[config.mk]
export PLATFORM = sky130hd
export DESIGN_NAME = xfer_cnt_unit
export DESIGN_NICKNAME = d
export VERILOG_FILES = /design/src/rtl/xfer_cnt_pkg.sv /design/src/rtl/xfer_cnt_regs.sv /design/src/rtl/xfer_len_calc.sv /design/src/rtl/xfer_dma_engine.sv /design/src/rtl/xfer_cnt_unit.sv
export SDC_FILE = /design/constraint.sdc
export NUM_CORES = 1
export LEC_CHECK = 0
export BUFFER_PORTS_ARGS = -buffer_cell sky130_fd_sc_hd__buf_4
export CAP_MARGIN = 10
export CORE_ASPECT_RATIO = 1.4
export CORE_MARGIN = 2
export CORE_UTILIZATION = 47
export DETAILED_ROUTE_END_ITERATION = 10
export GPL_TIMING_DRIVEN = 0
export HOLD_SLACK_MARGIN = 0.05
export PLACE_DENSITY_LB_ADDON = 0.15
export SLEW_MARGIN = 5
export SYNTH_ARGS = -nofsm -noshare
export SYNTH_HDL_FRONTEND = slang
export SYNTH_SLANG_ARGS = --single-unit
export TNS_END_PERCENT = 5
[constraint.sdc]
create_clock -name clk -period 3.5 [get_ports clk]
set_input_delay 0.525 -clock clk [delete_from_list [all_inputs] [get_ports clk]]
set_output_delay 0.525 -clock clk [all_outputs]
set_load 0.005 [all_outputs]
[src/rtl/xfer_cnt_pkg.sv]
package xfer_cnt_pkg;
  localparam int          DMA_BIT     = 7;
  localparam logic [6:0]  OP_XFER     = 7'h10;
  localparam logic [7:0]  CAUSE_SVC   = 8'h10;
endpackage

[src/rtl/xfer_cnt_regs.sv]
module xfer_cnt_regs #(
  parameter int CNT_W  = 16,
  parameter int BYTE_W = 8
) (
  input  logic              clk,
  input  logic              rst_n,
  input  logic              wr,
  input  logic              sel,
  input  logic [BYTE_W-1:0] wdata,
  input  logic              reload,
  input  logic              clear,
  output logic [CNT_W-1:0]  shadow_cnt,
  output logic [CNT_W-1:0]  live_cnt
);
  localparam int LANES = CNT_W / BYTE_W;

  for (genvar g = 0; g < LANES; g++) begin : g_lane
    always_ff @(posedge clk) begin
      if (!rst_n)
        shadow_cnt[g*BYTE_W +: BYTE_W] <= '0;
      else if (wr && (int'(sel) == g))
        shadow_cnt[g*BYTE_W +: BYTE_W] <= wdata;
    end
  end

  always_ff @(posedge clk) begin
    if (!rst_n)       live_cnt <= '0;
    else if (clear)   live_cnt <= '0;
    else if (reload)  live_cnt <= shadow_cnt;
  end
endmodule

[src/rtl/xfer_len_calc.sv]
module xfer_len_calc #(
  parameter int CNT_W   = 16,
  parameter int LEN_W   = CNT_W + 1,
  parameter int CMD_CAP = 32
) (
  input  logic [CNT_W-1:0] count,
  input  logic             collecting,
  input  logic [LEN_W-1:0] data_left,
  output logic [LEN_W-1:0] eff_len
);
  function automatic logic [LEN_W-1:0] span(input logic [CNT_W-1:0] c);
    return (c == '0) ? (LEN_W'(1) << CNT_W) : LEN_W'(c);
  endfunction

  function automatic logic [LEN_W-1:0] lesser(input logic [LEN_W-1:0] a,
                                              input logic [LEN_W-1:0] b);
    return (a < b) ? a : b;
  endfunction

  logic [LEN_W-1:0] limit;
  assign limit   = collecting ? LEN_W'(CMD_CAP) : data_left;
  assign eff_len = lesser(span(count), limit);
endmodule

[src/rtl/xfer_dma_engine.sv]
module xfer_dma_engine
  import xfer_cnt_pkg::*;
#(
  parameter int LEN_W = 17
) (
  input  logic             clk,
  input  logic             rst_n,
  input  logic             start,
  input  logic [LEN_W-1:0] eff_len,
  input  logic             beat_valid,
  input  logic             tc_clr,
  input  logic             irq_ack,
  output logic [LEN_W-1:0] remaining,
  output logic             busy,
  output logic             accept,
  output logic             finish_ev,
  output logic             tc_flag,
  output logic             irq,
  output logic [7:0]       irq_code,
  output logic             done
);
  assign busy      = (remaining != '0);
  assign accept    = busy && beat_valid;
  assign finish_ev = start ? (eff_len == '0)
                           : (accept && remaining == LEN_W'(1));

  always_ff @(posedge clk) begin
    if (!rst_n) begin
      remaining <= '0;
      tc_flag   <= 1'b0;
      irq       <= 1'b0;
      irq_code  <= '0;
      done      <= 1'b0;
    end else begin
      done <= finish_ev;
      if (start)       remaining <= eff_len;
      else if (accept) remaining <= remaining - LEN_W'(1);

      if (finish_ev)                tc_flag <= 1'b1;
      else if (start || tc_clr)     tc_flag <= 1'b0;

      if (finish_ev) begin
        irq      <= 1'b1;
        irq_code <= CAUSE_SVC;
      end else if (irq_ack) begin
        irq      <= 1'b0;
        irq_code <= '0;
      end
    end
  end
endmodule

[src/rtl/xfer_cnt_unit.sv]
module xfer_cnt_unit
  import xfer_cnt_pkg::*;
#(
  parameter int CNT_W   = 16,
  parameter int CMD_CAP = 32,
  parameter int LEN_W   = CNT_W + 1
) (
  input  logic             clk,
  input  logic             rst_n,
  input  logic             host_wr,
  input  logic             host_sel,
  input  logic [7:0]       host_wdata,
  input  logic             cmd_valid,
  input  logic [7:0]       cmd_byte,
  input  logic             collecting,
  input  logic [LEN_W-1:0] data_left,
  input  logic             beat_valid,
  output logic             beat_ready,
  input  logic             irq_ack,
  output logic [CNT_W-1:0] live_count,
  output logic [LEN_W-1:0] remaining,
  output logic             busy,
  output logic             tc_flag,
  output logic             irq,
  output logic [7:0]       irq_code,
  output logic             done
);
  logic             dma_cmd, start, accept, finish_ev;
  logic [CNT_W-1:0] shadow_cnt, cnt_src;
  logic [LEN_W-1:0] eff_len;

  assign dma_cmd = cmd_valid && cmd_byte[DMA_BIT];
  assign start   = dma_cmd && (cmd_byte[6:0] == OP_XFER);
  assign cnt_src = dma_cmd ? shadow_cnt : live_count;

  xfer_cnt_regs #(.CNT_W(CNT_W), .BYTE_W(8)) u_regs (
    .clk(clk), .rst_n(rst_n), .wr(host_wr), .sel(host_sel),
    .wdata(host_wdata), .reload(dma_cmd), .clear(finish_ev),
    .shadow_cnt(shadow_cnt), .live_cnt(live_count)
  );

  xfer_len_calc #(.CNT_W(CNT_W), .LEN_W(LEN_W), .CMD_CAP(CMD_CAP)) u_len (
    .count(cnt_src), .collecting(collecting), .data_left(data_left),
    .eff_len(eff_len)
  );

  xfer_dma_engine #(.LEN_W(LEN_W)) u_eng (
    .clk(clk), .rst_n(rst_n), .start(start), .eff_len(eff_len),
    .beat_valid(beat_valid), .tc_clr(host_wr), .irq_ack(irq_ack),
    .remaining(remaining), .busy(busy), .accept(accept),
    .finish_ev(finish_ev), .tc_flag(tc_flag), .irq(irq),
    .irq_code(irq_code), .done(done)
  );

  assign beat_ready = busy;
endmodule

==> results.md, run 1 <==
Detailed routing:
- The via count is 2,969.
- The final wirelength is 8960 um.
- Once detail routing completed, the nets flagged for antenna violations numbered 0.
- For this run, design rule violations remaining after detail routing come to 0.
- The detailed router's first-iteration violation count is 118.
- The average vias per placed instance is 5.70.
- The first detailed-routing pass ran for 4 iterations.
- The mean routed wirelength per cell is 17.2 um.

STA:
- Setup slack closes at 136 ps.
- Of the available clock period, the critical path in the final layout requires 96.1%.
- Derived from the worst setup path, the maximum achievable clock frequency is 0.297 GHz.
- The time the worst path needs with I/O delays and setup is 3360 ps.
- The number of setup violations in the final report is 0.
- The number of pins with negative max-slew slack in the final report is 0.
- The total count of hold-check failures in the final report is 0.
- On the final layout, the worst clock skew is 6.19 ps.
- The transition at the pin with the smallest max-transition slack is 1050 ps.
- The headroom to the max-slew limit is 29.1%.

Floorplanning:
- The die covers 7250 um2.
- The initial utilization of the core area, before any placement, comes to 47.7%.
- From bottom edge to top edge, the die measures 100 um.
- The placeable core region is 6480 um2.
- The floorplan has 35 rows.
- From left edge to right edge, the die measures 72.5 um.
- Pin placement for this block handled 87 I/O pins.

GRT:
- Global routing used 24.2% of the available tracks across all layers.
- Entering global routing, the biggest net connects 17 pins.
- The total grt overflow is 0.
- The number of antenna violations at the first check in global routing came to 0.
- The first global-routing pass estimated 13,600 um of wire.
- The via count of the first global-routing pass is 2,893.

Clock network:
- The CTS root buffer is sky130_fd_sc_hd__clkbuf_8.
- The CTS buffer count is 5.
- The clock tree from TritonCTS is yes.
- The later-pin clock latency in the skew report is 310 ps.
- The number of buffers on the longest clock path is 2.
- After clock tree synthesis, the flow added hold-fix buffers numbering 0.
- The deepest level of the CTS H-tree is 2.
- The tree built by TritonCTS fans out to 52 sinks.
- Clock-pin slew was measured on the worst setup and hold paths at 100 ps.

Synthesis:
- The mean post-synth cell area is 8.71 um2.
- The dominant cell by count in the synthesized netlist is sky130_fd_sc_hd__dfxtp_1.
- The async set-or-reset flop fraction in the synthesized netlist is 0%.
- Counting flops with a built-in enable in the synthesized netlist gives 0.
- Ranked by total cell area, the synthesized netlist is headed by sky130_fd_sc_hd__dfxtp_1, sky130_fd_sc_hd__ha_1, sky130_fd_sc_hd__mux2_2.
- After synthesis, flip-flops and latches occupy 33.7% of the total area.
- The post-synthesis cell area is 3090 um2.
- In the synthesized netlist, the number of instances is 355.
- In this run, distinct cell masters in the synthesized netlist total 50.
- The total of warnings raised by yosys is 0.
- Of all cell types, the one taking the most synthesized area is sky130_fd_sc_hd__dfxtp_1.
- Sorting the synthesized cells by how often they occur yields sky130_fd_sc_hd__dfxtp_1, sky130_fd_sc_hd__nand2_1, sky130_fd_sc_hd__nor2b_1.
- After synthesis, the largest area contributor takes up 33.7% of total cell area.
- The most common flop cell mapped by yosys is sky130_fd_sc_hd__dfxtp_1.
- The total of flip-flops plus latches after synthesis is 52.

Cells and area:
- Of the cells placed in the final design, the portion with a size suffix greater than 1 is 29.1%.
- The final standard cell count with taps included and fillers excluded is 521.
- The end-of-flow core utilization is 61.4%.
- The fill cell total of the finished layout is 590.
- In the final design database the tool counted 505 nets.
- The final antenna diode count is 0.
- The post-synthesis to final-layout area growth is 28.7%.

Placed design:
- The detailed placement HPWL is 7180 um.
- The count of buffers from port buffering is 77.
- The number of cells after detailed placement is 512.
- The weighted congestion at the end of routability-driven global placement is 0.894.
- OpenSTA, run right after detailed placement, puts the worst setup slack at -467 ps.

Worst setup path:
- The critical path startpoint category is an input pin.
- The worst path arrival time is 3550 ps.
- Of all nets on the critical path, the largest fanout is 10.
- Data on the critical path is required at its endpoint by 3690 ps.
- The kind of capture point of the worst setup path is a flop.
- The critical path class is in2reg.

Job:
- The max-capacitance violation count is 0.

Hold path:
- The worst hold path belongs to the class in2reg.

Outcome:
- The flow ran to the end, and the final reports show no timing, DRC or antenna violations.

Power:
- The total power per unit cell area is 608 nW/um2.
- For this design the static power due to leakage is 1.74 nW.
- IR analysis of the VDD net gives a maximum drop of 0.553 mV.
registers in the layout, indices dropped and copies added, names as in the netlist:
register and count:
u_eng.done 1, u_eng.remaining 17, u_regs.live_cnt 16, u_regs.shadow_cnt 16, u_eng.tc_flag 1, u_eng.irq_code 1
per-layer routing:
metal | routed length, um | up-vias | part of all wire (%) | global-route usage, %
met5 | 0 | - | 0 | 0
met2 | 4800 | 73 | 54 | 44.8
met1 | 3520 | 1401 | 39 | 25.7
li1 | - | 1474 | - | -
met3 | 271 | 21 | 3.0 | 3.61
met4 | 379 | 0 | 4.2 | 12.5
layout by cell type, fill, tap and decap left out, types with 6 or more instances in the layout:
master	n
sky130_fd_sc_hd__clkbuf_1	15
sky130_fd_sc_hd__ha_1	18
sky130_fd_sc_hd__nor2_1	15
sky130_fd_sc_hd__nor4_1	11
sky130_fd_sc_hd__nand3_1	14
sky130_fd_sc_hd__buf_4	88
sky130_fd_sc_hd__a21boi_0	8
sky130_fd_sc_hd__nand4_1	7
sky130_fd_sc_hd__a21oi_1	19
sky130_fd_sc_hd__nor2b_1	22
sky130_fd_sc_hd__mux2_2	16
sky130_fd_sc_hd__nand2_1	34
sky130_fd_sc_hd__xor2_1	6
sky130_fd_sc_hd__conb_1	7
sky130_fd_sc_hd__inv_1	6
sky130_fd_sc_hd__dfxtp_1	52
sky130_fd_sc_hd__xnor2_1	8
sky130_fd_sc_hd__mux2i_1	11
sky130_fd_sc_hd__o22ai_1	12
sky130_fd_sc_hd__a41oi_1	11
metrics by stage:
step / hold slack, ps / setup TNS, ps / instance area (um2) / power (mW)
floorplan: 454 / 0 / 3130 / 1.61
global placement: 475 / -9930 / 3800 / 2.01
detailed placement: 476 / -10300 / 3800 / 2.04
CTS: 479 / 0 / 3910 / 2.39
global route: 481 / -42.7 / 3980 / 2.59
finish: 479 / 0 / 3980 / 2.42
repair_timing:
item,4_1_cts,5_1_grt
gates resized for setup,4,17
endpoints found under the setup margin,10,27
setup buffers,0,1
pin swaps,0,5
final timing paths:
check / endpoint / slack [ps] / startpoint / depth (start not counted)
max reg2reg: u_eng.remaining[15] / 140 / u_regs.shadow_cnt[4] / 12
max: u_eng.remaining[15] / 140 / cmd_valid / 13
min reg2reg: u_regs.shadow_cnt[14] / 500 / u_regs.shadow_cnt[14] / 2
min: u_regs.shadow_cnt[1] / 480 / host_wdata[1] / 3
cell families after synthesis:
| kind of cell | share of synthesized area, % |
|---|---|
| XOR/XNOR | 3.97 |
| other | 0.121 |
| AND/OR/NAND/NOR | 22.7 |
| multiplexers | 10.4 |
| adder cells (fa/ha/maj) | 7.28 |
| buffers and inverters | 5.62 |
| flip-flops | 33.7 |
| AO/OA/AOI/OAI | 16.2 |
power breakdown:
part / internal [mW] / switching [mW]
clock: 0.143 / 0.216
sequential: 0.697 / 0.118
combinational: 0.606 / 0.640
cell type report:
cell class	instances	area (um2)	share of cell area (%)
clock buffers	6	72.6	1.82
well taps	74	92.6	2.33
plain buffers	28	171	4.31
inverters	7	26.3	0.660
repair buffers	78	586	14.7
clock inverters	2	16.3	0.409
flip-flops and latches	52	1040	26.2
multi-input cells	274	1970	49.6
critical path, stage by stage:
cell                       delay [ps]
sky130_fd_sc_hd__buf_4            120
sky130_fd_sc_hd__nand2_4          140
sky130_fd_sc_hd__buf_12           160
sky130_fd_sc_hd__mux2_2           370
sky130_fd_sc_hd__ha_1             320
sky130_fd_sc_hd__nand4_1          150
sky130_fd_sc_hd__or4_1            540
sky130_fd_sc_hd__a311o_1          320
sky130_fd_sc_hd__and4_4           220
sky130_fd_sc_hd__clkbuf_4         190
sky130_fd_sc_hd__buf_4            190
sky130_fd_sc_hd__a21oi_1          190
sky130_fd_sc_hd__o22ai_1          110
Power figures use the tool's default switching activity.
==> run 2: changes to the inputs <==
CORE_ASPECT_RATIO = 0.8   (was 1.4)
CORE_UTILIZATION = 50   (was 47)
REMOVE_ABC_BUFFERS = 1   (was not set)
clock period = 3.56 ns   (was 3.5 ns; I/O delays follow)
==> run 2 against run 1 <==
  * Critical path depth down 3
  * Hold slack worse by 6.5 ps
  * Sequential power down 2%
  * Non-clock buffer count down 25
  * First-iteration DRC count up 92%
  * Clock power up 1%
  * Clock skew up 8.5 ps
  * Design area down 3.3%
  * Largest cell class unchanged
  * Power down 3.5%
==> results.md, run 2 (synthesized netlist as in run 1, its figures left out) <==
Clock network:
- The later-pin clock latency in the skew report is 320 ps (about the same).
- The CTS root buffer is sky130_fd_sc_hd__clkbuf_8.
- The number of buffers on the longest clock path came to 2 (unchanged).
- The deepest level of the CTS H-tree is 2 (unchanged).
- The clock tree from TritonCTS is yes.
- The hold buffer count at cts came to 0 (unchanged).
- The CTS buffer count is 5 (unchanged).
- The CTS sink count is 52 (unchanged).
- The clock transition time at the flip-flop clock pins of the worst setup and hold paths is 110 ps (about the same).

Floorplanning:
- The starting density of the core was 52.0% (+4.3 points).
- The die outline area came to 6830 um2 (-5.8%).
- The placeable core region is 5940 um2 (-8.3%).
- The count of standard-cell rows is 25 (-29%).
- The number of primary I/O pins is 87 (unchanged).
- The die width is 91.9 um (+27%).
- The vertical extent of the die is 74.3 um (-26%).

GRT:
- The routing usage on met1 was 36.1% (+10 points).
- The first-pass GRT wire length is 13,700 um (+0.97%).
- The via count of the first global-routing pass is 2,791 (-3.5%).
- The largest net degree at the start of global routing is 27 (+10).
- The overall fraction of global-route tracks in use is 25.3% (+1.2 points).
- The global-route track usage on met2 is 39.5% (-5.2 points).
- The total grt overflow is 0 (unchanged).
- The global routing usage on met3 is 5.07% (+1.5 points).
- The number of antenna violations at the first check in global routing is 0 (unchanged).
- In this run the most used layer during global routing was met2.

Power:
- The combinational share of power is 50.1% (-1.4 points).
- The total net switching power is 954 uW (-2.1%).
- The total power per unit cell area is 607 nW/um2 (-0.22%).
- The internal portion of total power is 1.38 mW (-4.4%).
- The part of the total power dissipated in the clock network is 15.6% (+0.8 points).
- The relative contribution of sequential cells to total power is 34.3% (+0.6 points).
- The maximum VDD drop was 0.568 mV (+2.6%).
- The switching power share of the total was 40.8% (+0.58 points).
- The leakage power is 1.65 nW (-4.9%).

Cells and area:
- The area of all placed cells without fillers is 3850 um2 (-3.3%).
- The number of flip-flops under the largest register name was 17 (unchanged).
- The final antenna diode count is 0 (unchanged).
- The proportion of layout cells with a drive suffix above 1 is 28.2% (-0.88 points).
- The layout net count is 480 (-5.0%).
- The library cell used most frequently in the layout, excluding fill and tap cells, is sky130_fd_sc_hd__buf_4.
- The register ranked first by flip-flop count is u_eng.remaining.
- The final standard cell count with taps included and fillers excluded is 503 (-3.5%).
- From synthesis to final layout, the design area changed by 24.5%.
- In the layout the commonest cells are sky130_fd_sc_hd__buf_4, sky130_fd_sc_hd__dfxtp_1, sky130_fd_sc_hd__nand2_1, sky130_fd_sc_hd__nor2b_1, sky130_fd_sc_hd__a21oi_1.
- The largest registers in the layout are u_eng.remaining: 17 flops, u_regs.live_cnt: 16 flops, u_regs.shadow_cnt: 16 flops.
- The end-of-flow core utilization is 64.8% (+3.4 points).
- The fill cell total of the finished layout is 534 (-9.5%).

Worst setup path:
- The worst-path maximum fanout came to 21 (+11).
- The critical path startpoint category is a flop.
- The kind of capture point of the worst setup path is a flop.
- By startpoint and endpoint, the worst setup path is classified as reg2reg.
- The largest stage delay on the critical path was 570 ps (+30 ps).
- The critical path goes through nor4_2, nand4_1, mux2i_1, ha_1, nand4_1, or4_1, a311o_2, and4_4, mux2_2, o22ai_1.
- The path depth of the worst reg2reg path is 10 (-2).
- Among the stages of the critical path, the cell type that occurs most often is sky130_fd_sc_hd__nand4_1.
- The worst path arrival time is 3660 ps (+110 ps).
- The slowest stage of the critical path is the sky130_fd_sc_hd__or4_1 cell.
- The required time at the endpoint of the critical path is 3790 ps (+100 ps).
- The worst-case register-to-register setup slack is 130 ps (about the same).
- The worst register-to-register path begins at u_regs.live_cnt[2].
- The endpoint identified for the worst register-to-register timing path is u_eng.remaining[5].

Detailed routing:
- The final wirelength is 8560 um (-4.6%).
- The mean routed wirelength per cell is 17.0 um (-1.1%).
- The average vias per placed instance was 5.93 (+4.0%).
- The DRC violation count after routing came to 0 (unchanged).
- The detailed router's first-iteration violation count is 227 (+92%).
- The number of nets still failing antenna checks after routing is 0 (unchanged).
- The via count is 2,981 (+0.40%).
- The number of optimization iterations in the first detailed-route pass is 5 (+1).

STA:
- The number of pins with negative max-slew slack in the final report was 0 (unchanged).
- The transition at the pin with the smallest max-transition slack was 935 ps (-118 ps).
- The share of the clock period used by the worst path after layout is 96.4%.
- The final total negative setup slack is 0 ps (unchanged).
- For this run, the top clock speed supported by timing is 0.291 GHz.
- The total count of hold-check failures in the final report is 0 (unchanged).
- The number of setup violations in the final report is 0 (unchanged).
- The final worst clock skew came to 14.7 ps (+8.52 ps).
- Counting I/O delays and the setup requirement, the final critical path takes 3430 ps.
- The headroom to the max-slew limit was 37.1% (+8.0 points).

Hold path:
- The startpoint identified for the worst hold timing path is host_wdata[0].
- The hold-critical path depth is 3 (unchanged).
- The worst min-delay path category is in2reg.
- The end point of the worst hold path is u_regs.shadow_cnt[0].

Placed design:
- The count of buffers from port buffering is 79 (+2.6%).
- The weighted congestion at the end of routability-driven global placement is 0.915 (+2.3%).
- The detailed placement HPWL is 6490 um (-9.6%).
- The number of cells after detailed placement is 494 (-3.5%).
- The placed standard-cell area is 3670 um2 (-3.2%).

Job:
- The max-capacitance violation count came to 0 (unchanged).

Outcome:
- The flow ran to the end, and the final reports show no timing, DRC or antenna violations.
## run 2: changes by cell type in the layout (fill, tap and decap cells not counted), moves of 2 or more
| cell | change |
|---|---|
| sky130_fd_sc_hd__mux2i_1 | +3 |
| sky130_fd_sc_hd__clkbuf_1 | -15 |
| sky130_fd_sc_hd__inv_6 | +2 |
| sky130_fd_sc_hd__mux2i_2 | -3 |
| sky130_fd_sc_hd__buf_4 | -8 |
| sky130_fd_sc_hd__nor4_4 | -2 |
## run 2: area by class of cell
cell class,instances,area [um2],share of cell area [%]
Multi-Input combinational cell,274,1970,51.1
Sequential cell,52,1040,27.0
Timing Repair Buffer,81,621,16.1
Tap cell,81,101,2.63
Clock buffer,5,68.8,1.79
Inverter,7,26.3,0.683
Clock inverter,3,25.0,0.650
## run 2: metal layers
layer  routed length [um]  share of wire, %
met4                  129               1.5
met1                 3920                46
met5                    0                 0
met3                  801               9.4
met2                 3710                43
## run 2: critical path: cells and delay by family (launching register included)
family,cells,cell delay (ps)
muxes,2,550
and+or+nand+nor,5,1640
adders and majority gates,1,200
DFF,1,350
AOI/OAI and AO/OA,2,600
## run 2: timing repair
action | 4_1_cts | 5_1_grt
gates resized for setup | 9 | 5
pin swaps | 1 | 0
setup buffers | 1 | 0
endpoints found under the setup margin | 36 | 36
## run 2: how the worst max path moves through the flow
stage                                     end                from
after floorplan            u_eng.remaining[6]           cmd_valid
after global placement     u_regs.live_cnt[4]           cmd_valid
after detailed placement  u_regs.live_cnt[11]           cmd_valid
after CTS                  u_eng.remaining[5]  u_regs.live_cnt[3]
after global routing       u_eng.remaining[5]  u_regs.live_cnt[2]
final                      u_eng.remaining[5]  u_regs.live_cnt[2]
## run 2: power groups by stage
stage,clock [mW],combinational [mW],sequential (mW)
after floorplan,0,0.730,0.798
after global placement,0,1.10,0.808
after detailed placement,0,1.13,0.811
after CTS,0.371,1.15,0.798
after global routing,0.388,1.29,0.815
final,0.364,1.17,0.801
## run 2: per-stage QoR
step	setup slack [ps]	power, mW	hold WS (ps)
2_1_floorplan	-294	1.53	454
3_3_place_gp	-1120	1.91	474
3_5_place_dp	-1280	1.94	481
4_1_cts	110	2.32	473
5_1_grt	-16.6	2.49	477
6_report	127	2.34	473
==> run 3: changes to the inputs <==
CAP_MARGIN = not set   (was 10)
SYNTH_HIERARCHICAL = 1   (was not set)
==> run 3 against run 2 <==
  * The run now ends with negative setup slack left
  * Wire length rose by 16%
  * Maximum frequency is 13% lower
  * Largest power group unchanged
  * Largest cell class unchanged
  * Register-to-register slack got worse by 350 ps
  * Power rose by 16%
  * Worst setup slack lost 510 ps
==> results.md, run 3 <==
STA:
- The share of the clock period used by the worst path after layout is 111% (+14 points).
- The time the worst path needs with I/O delays and setup is 3940 ps (+511 ps).
- The transition at the pin with the smallest max-transition slack came to 899 ps (-36.1 ps).
- The total count of hold-check failures in the final report is 0 (unchanged).
- The number of pins with negative max-slew slack in the final report is 0 (unchanged).
- Setup repair after global routing could not meet its margin everywhere.
- The number of setup violations in the final report is 19 (+19).
- The final total negative setup slack was -6800 ps (-6800 ps).
- The highest attainable clock frequency is 0.254 GHz (-13%).
- The headroom to the max-slew limit is 40.0% (+2.9 points).
- The final worst clock skew is 7.55 ps (-7.16 ps).
- The post-layout worst setup margin is -384 ps (-511 ps).

Synthesis:
- The most common flop cell mapped by yosys is sky130_fd_sc_hd__dfxtp_1.
- Of all cell types, the one taking the most synthesized area is sky130_fd_sc_hd__dfxtp_1.
- By count the netlist is led by sky130_fd_sc_hd__dfxtp_1, sky130_fd_sc_hd__mux2i_1, sky130_fd_sc_hd__nand2_1.
- After synthesis, the cell types taking the most area are sky130_fd_sc_hd__dfxtp_1, sky130_fd_sc_hd__mux2i_1, sky130_fd_sc_hd__ha_1.
- The area share of the largest cell type after synthesis came to 28.6% (-5.1 points).
- The post-synthesis cell count is 420 (+18%).
- The post-synthesis cell area is 3640 um2 (+18%).
- The number of library cell types mapped by synthesis is 56 (+12%).
- The number of enable flip-flop cells after synthesis was 0 (unchanged).
- The async set-or-reset flop fraction in the synthesized netlist came to 0% (unchanged).
- The mean post-synth cell area came to 8.67 um2 (-0.49%).
- The sequential cell area fraction in the yosys report is 28.6% (-5.1 points).
- The total of flip-flops plus latches after synthesis is 52 (unchanged).
- Yosys instantiated no cell more often than sky130_fd_sc_hd__dfxtp_1.
- The total of warnings raised by yosys is 6 (+6).

Power:
- The maximum VDD drop is 0.383 mV (-33%).
- The total net switching power came to 1.09 mW (+14%).
- The switching power share of the total came to 40.4% (-0.41 points).
- The total power per unit cell area was 593 nW/um2 (-2.4%).
- The relative contribution of sequential cells to total power is 30.7% (-3.6 points).
- The part of the total power dissipated in the clock network is 16.9% (+1.3 points).
- The leakage power was 1.96 nW (+18%).
- The internal portion of total power is 1.61 mW (+16%).
- The combinational share of power came to 52.4% (+2.3 points).

Placed design:
- The count of buffers from port buffering was 79 (unchanged).
- The placed standard-cell area is 4070 um2 (+11%).
- The weighted congestion at the end of routability-driven global placement is 0.834 (-8.8%).
- The detailed placement HPWL was 6660 um (+2.7%).

Cells and area:
- The proportion of layout cells with a drive suffix above 1 is 32.8% (+4.6 points).
- The largest registers in the layout are u_eng/remaining: 17 flops, u_regs/live_cnt: 16 flops, u_regs/shadow_cnt: 16 flops.
- The number of flip-flops under the largest register name came to 17 (unchanged).
- The end-of-flow core utilization is 65.4% (+0.69 points).
- The final antenna diode count is 0 (unchanged).
- The commonest non-fill, non-tap cell in the layout is sky130_fd_sc_hd__buf_4.
- The register with the most flip-flops in the final layout is u_eng/remaining.
- The area of all placed cells without fillers is 4550 um2 (+18%).
- From synthesis to final layout, the design area changed by 25.1%.
- The top cell types in the final layout, fill and taps aside, are sky130_fd_sc_hd__buf_4, sky130_fd_sc_hd__dfxtp_1, sky130_fd_sc_hd__mux2i_1, sky130_fd_sc_hd__nand2_1, sky130_fd_sc_hd__nor2_1.
- The layout net count is 543 (+13%).

Floorplanning:
- The placeable core region is 6960 um2 (+17%).
- The count of standard-cell rows is 27 (+8.0%).
- The die width is 99.4 um (+8.1%).
- The die outline area came to 7980 um2 (+17%).
- The vertical extent of the die is 80.3 um (+8.0%).
- The number of primary I/O pins is 87 (unchanged).
- The starting density of the core is 52.3% (+0.28 points).

GRT:
- The via count of the first global-routing pass came to 3,031 (+8.6%).
- The overall fraction of global-route tracks in use is 24.8% (-0.57 points).
- The first-pass GRT wire length was 15,500 um (+13%).
- The largest net degree at the start of global routing is 44 (+63%).
- The total grt overflow is 0 (unchanged).
- The number of antenna violations at the first check in global routing is 0 (unchanged).

Detailed routing:
- The DRC violation count after routing is 0 (unchanged).
- The detailed router's first-iteration violation count is 241 (+6.2%).
- The number of optimization iterations in the first detailed-route pass is 4 (-1).
- The average vias per placed instance was 5.79 (-2.3%).
- The final wirelength is 9960 um (+16%).
- The mean routed wirelength per cell is 17.4 um (+2.3%).
- The via count came to 3,313 (+11%).
- The number of nets still failing antenna checks after routing is 0 (unchanged).

Job:
- The max-capacitance violation count is 0 (unchanged).

Hold path:
- The worst min-delay path category is reg2reg.
- The end point of the worst hold path is u_regs/shadow_cnt[15].
- The hold-critical path depth is 2 (-1).
- The worst hold path begins at u_regs/shadow_cnt[15].

Worst setup path:
- The worst path arrival time is 4160 ps (+500 ps).
- The library cell contributing the largest single delay on the critical path is sky130_fd_sc_hd__or4_4.
- The critical path goes through buf_8, nand2_8, mux2_4, nor4_4, nand4_1, inv_2, ha_4, nand4_1, nor4_2, a21oi_2, o21ai_4, buf_12, buf_12, buf_4, mux2i_1, nor4_1, nand3_1, or4_4, nand2_4, nand2b_4, nor2_1.
- The top cell family by delay on the critical path is simple AND/OR/NAND/NOR gates.
- The capturing point of the worst reg2reg path is u_regs/live_cnt[1].
- The largest stage delay on the critical path is 530 ps (-40 ps).
- The worst-path maximum fanout is 8 (-62%).
- The kind of capture point of the worst setup path is a flop.
- The path depth of the worst reg2reg path came to 19 (+9).
- The required time at the endpoint of the critical path was 3770 ps (-20 ps).
- The worst setup path is of the in2reg kind.
- STA classifies the critical path startpoint as an input pin.
- The worst-case register-to-register setup slack is -220 ps (-350 ps).
- The combined buffer and inverter count along the critical path came to 5 (+5).
- The launch instance of the worst register-to-register path is u_regs/shadow_cnt[13].

Clock network:
- The CTS sink count is 52 (unchanged).
- The deepest level of the CTS H-tree is 2 (unchanged).
- The CTS buffer count is 5 (unchanged).
- The hold buffer count at cts is 0 (unchanged).
- The clock tree from TritonCTS is yes.
- The number of buffers on the longest clock path is 2 (unchanged).
- The later-pin clock latency in the skew report is 310 ps (about the same).
- In this run the clock root is driven by a sky130_fd_sc_hd__clkbuf_8.
- The clock transition time at the flip-flop clock pins of the worst setup and hold paths is 100 ps (about the same).

Outcome:
- The run finished, with violations left.
- The final reports fail on negative setup slack.
run 3: cell types whose count changed after synthesis, moves of 15 or more:
cell | before | now
sky130_fd_sc_hd__inv_1 | 6 | 24
sky130_fd_sc_hd__nand2b_1 | 2 | 17
sky130_fd_sc_hd__mux2i_1 | 14 | 48
sky130_fd_sc_hd__nor2b_1 | 22 | 0
sky130_fd_sc_hd__o21ai_0 | 5 | 25
run 3: routing by layer:
metal / GRT usage (%) / up-vias / wire, um
li1: - / 1612 / -
met3: 3.92 / 12 / 597
met1: 36.0 / 1573 / 4830
met5: 0 / - / 0
met2: 38.8 / 116 / 4400
met4: 5.21 / 0 / 125
run 3: cell families after synthesis:
logic type | Yosys count | share of synthesized area [%]
flip-flops | 52 | 28.6
other | 1 | 0.103
adder cells (fa/ha/maj) | 18 | 6.19
AO/OA/AOI/OAI | 65 | 10.9
buffers and inverters | 69 | 10.5
multiplexers | 65 | 18.5
AND/OR/NAND/NOR | 150 | 25.3
run 3: power by group through the flow:
stage / Combinational (mW) / Sequential (mW) / Clock (mW)
6_report: 1.42 / 0.828 / 0.455
5_1_grt: 1.56 / 0.848 / 0.487
4_1_cts: 1.36 / 0.826 / 0.461
3_5_place_dp: 1.27 / 0.839 / 0
3_3_place_gp: 1.24 / 0.836 / 0
2_1_floorplan: 0.867 / 0.811 / 0
run 3: how the worst max path moves through the flow:
stage	depth (start not counted)	slack [ps]	startpoint	end
2_1_floorplan	17	-720	cmd_valid	u_regs/live_cnt[0]
3_3_place_gp	17	-1610	cmd_valid	u_regs/live_cnt[10]
3_5_place_dp	18	-1680	cmd_valid	u_regs/live_cnt[14]
4_1_cts	18	-320	cmd_valid	u_regs/live_cnt[10]
5_1_grt	21	-510	cmd_byte[7]	u_regs/live_cnt[3]
6_report	21	-380	cmd_byte[7]	u_regs/live_cnt[1]
run 3: worst min-delay path, stage by stage, from the launching register on:
cell                      delay, ps
sky130_fd_sc_hd__dfxtp_1        330
sky130_fd_sc_hd__nand2_1         60
sky130_fd_sc_hd__mux2i_1         50
run 3: layout make-up:
class                   instances  area (um2)
clock buffers                   7        96.3
flip-flops and latches         52        1040
clock inverters                 1        30.0
inverters                      24        90.1
multi-input cells             308        2440
repair buffers                 93         747
fillers                       583        2400
well taps                      87         109
run 3: timing repair:
| item | 4_1_cts | 5_1_grt |
|---|---|---|
| buffers inserted | 12 | 2 |
| pin swaps | 29 | 6 |
| gates resized for setup | 36 | 6 |
| endpoints found under the hold margin | 0 | 0 |
| gates cloned | 3 | 0 |
| endpoints found under the setup margin | 36 | 19 |
run 3: per-stage QoR:
stage / total power [mW] / hold WS, ps / setup WS (ps) / instances
detailed placement: 2.11 / 464 / -1680 / 547
finish: 2.70 / 480 / -384 / 572
global route: 2.89 / 492 / -507 / 572
CTS: 2.65 / 478 / -322 / 570
floorplan: 1.68 / 445 / -723 / 381
global placement: 2.07 / 457 / -1610 / 547
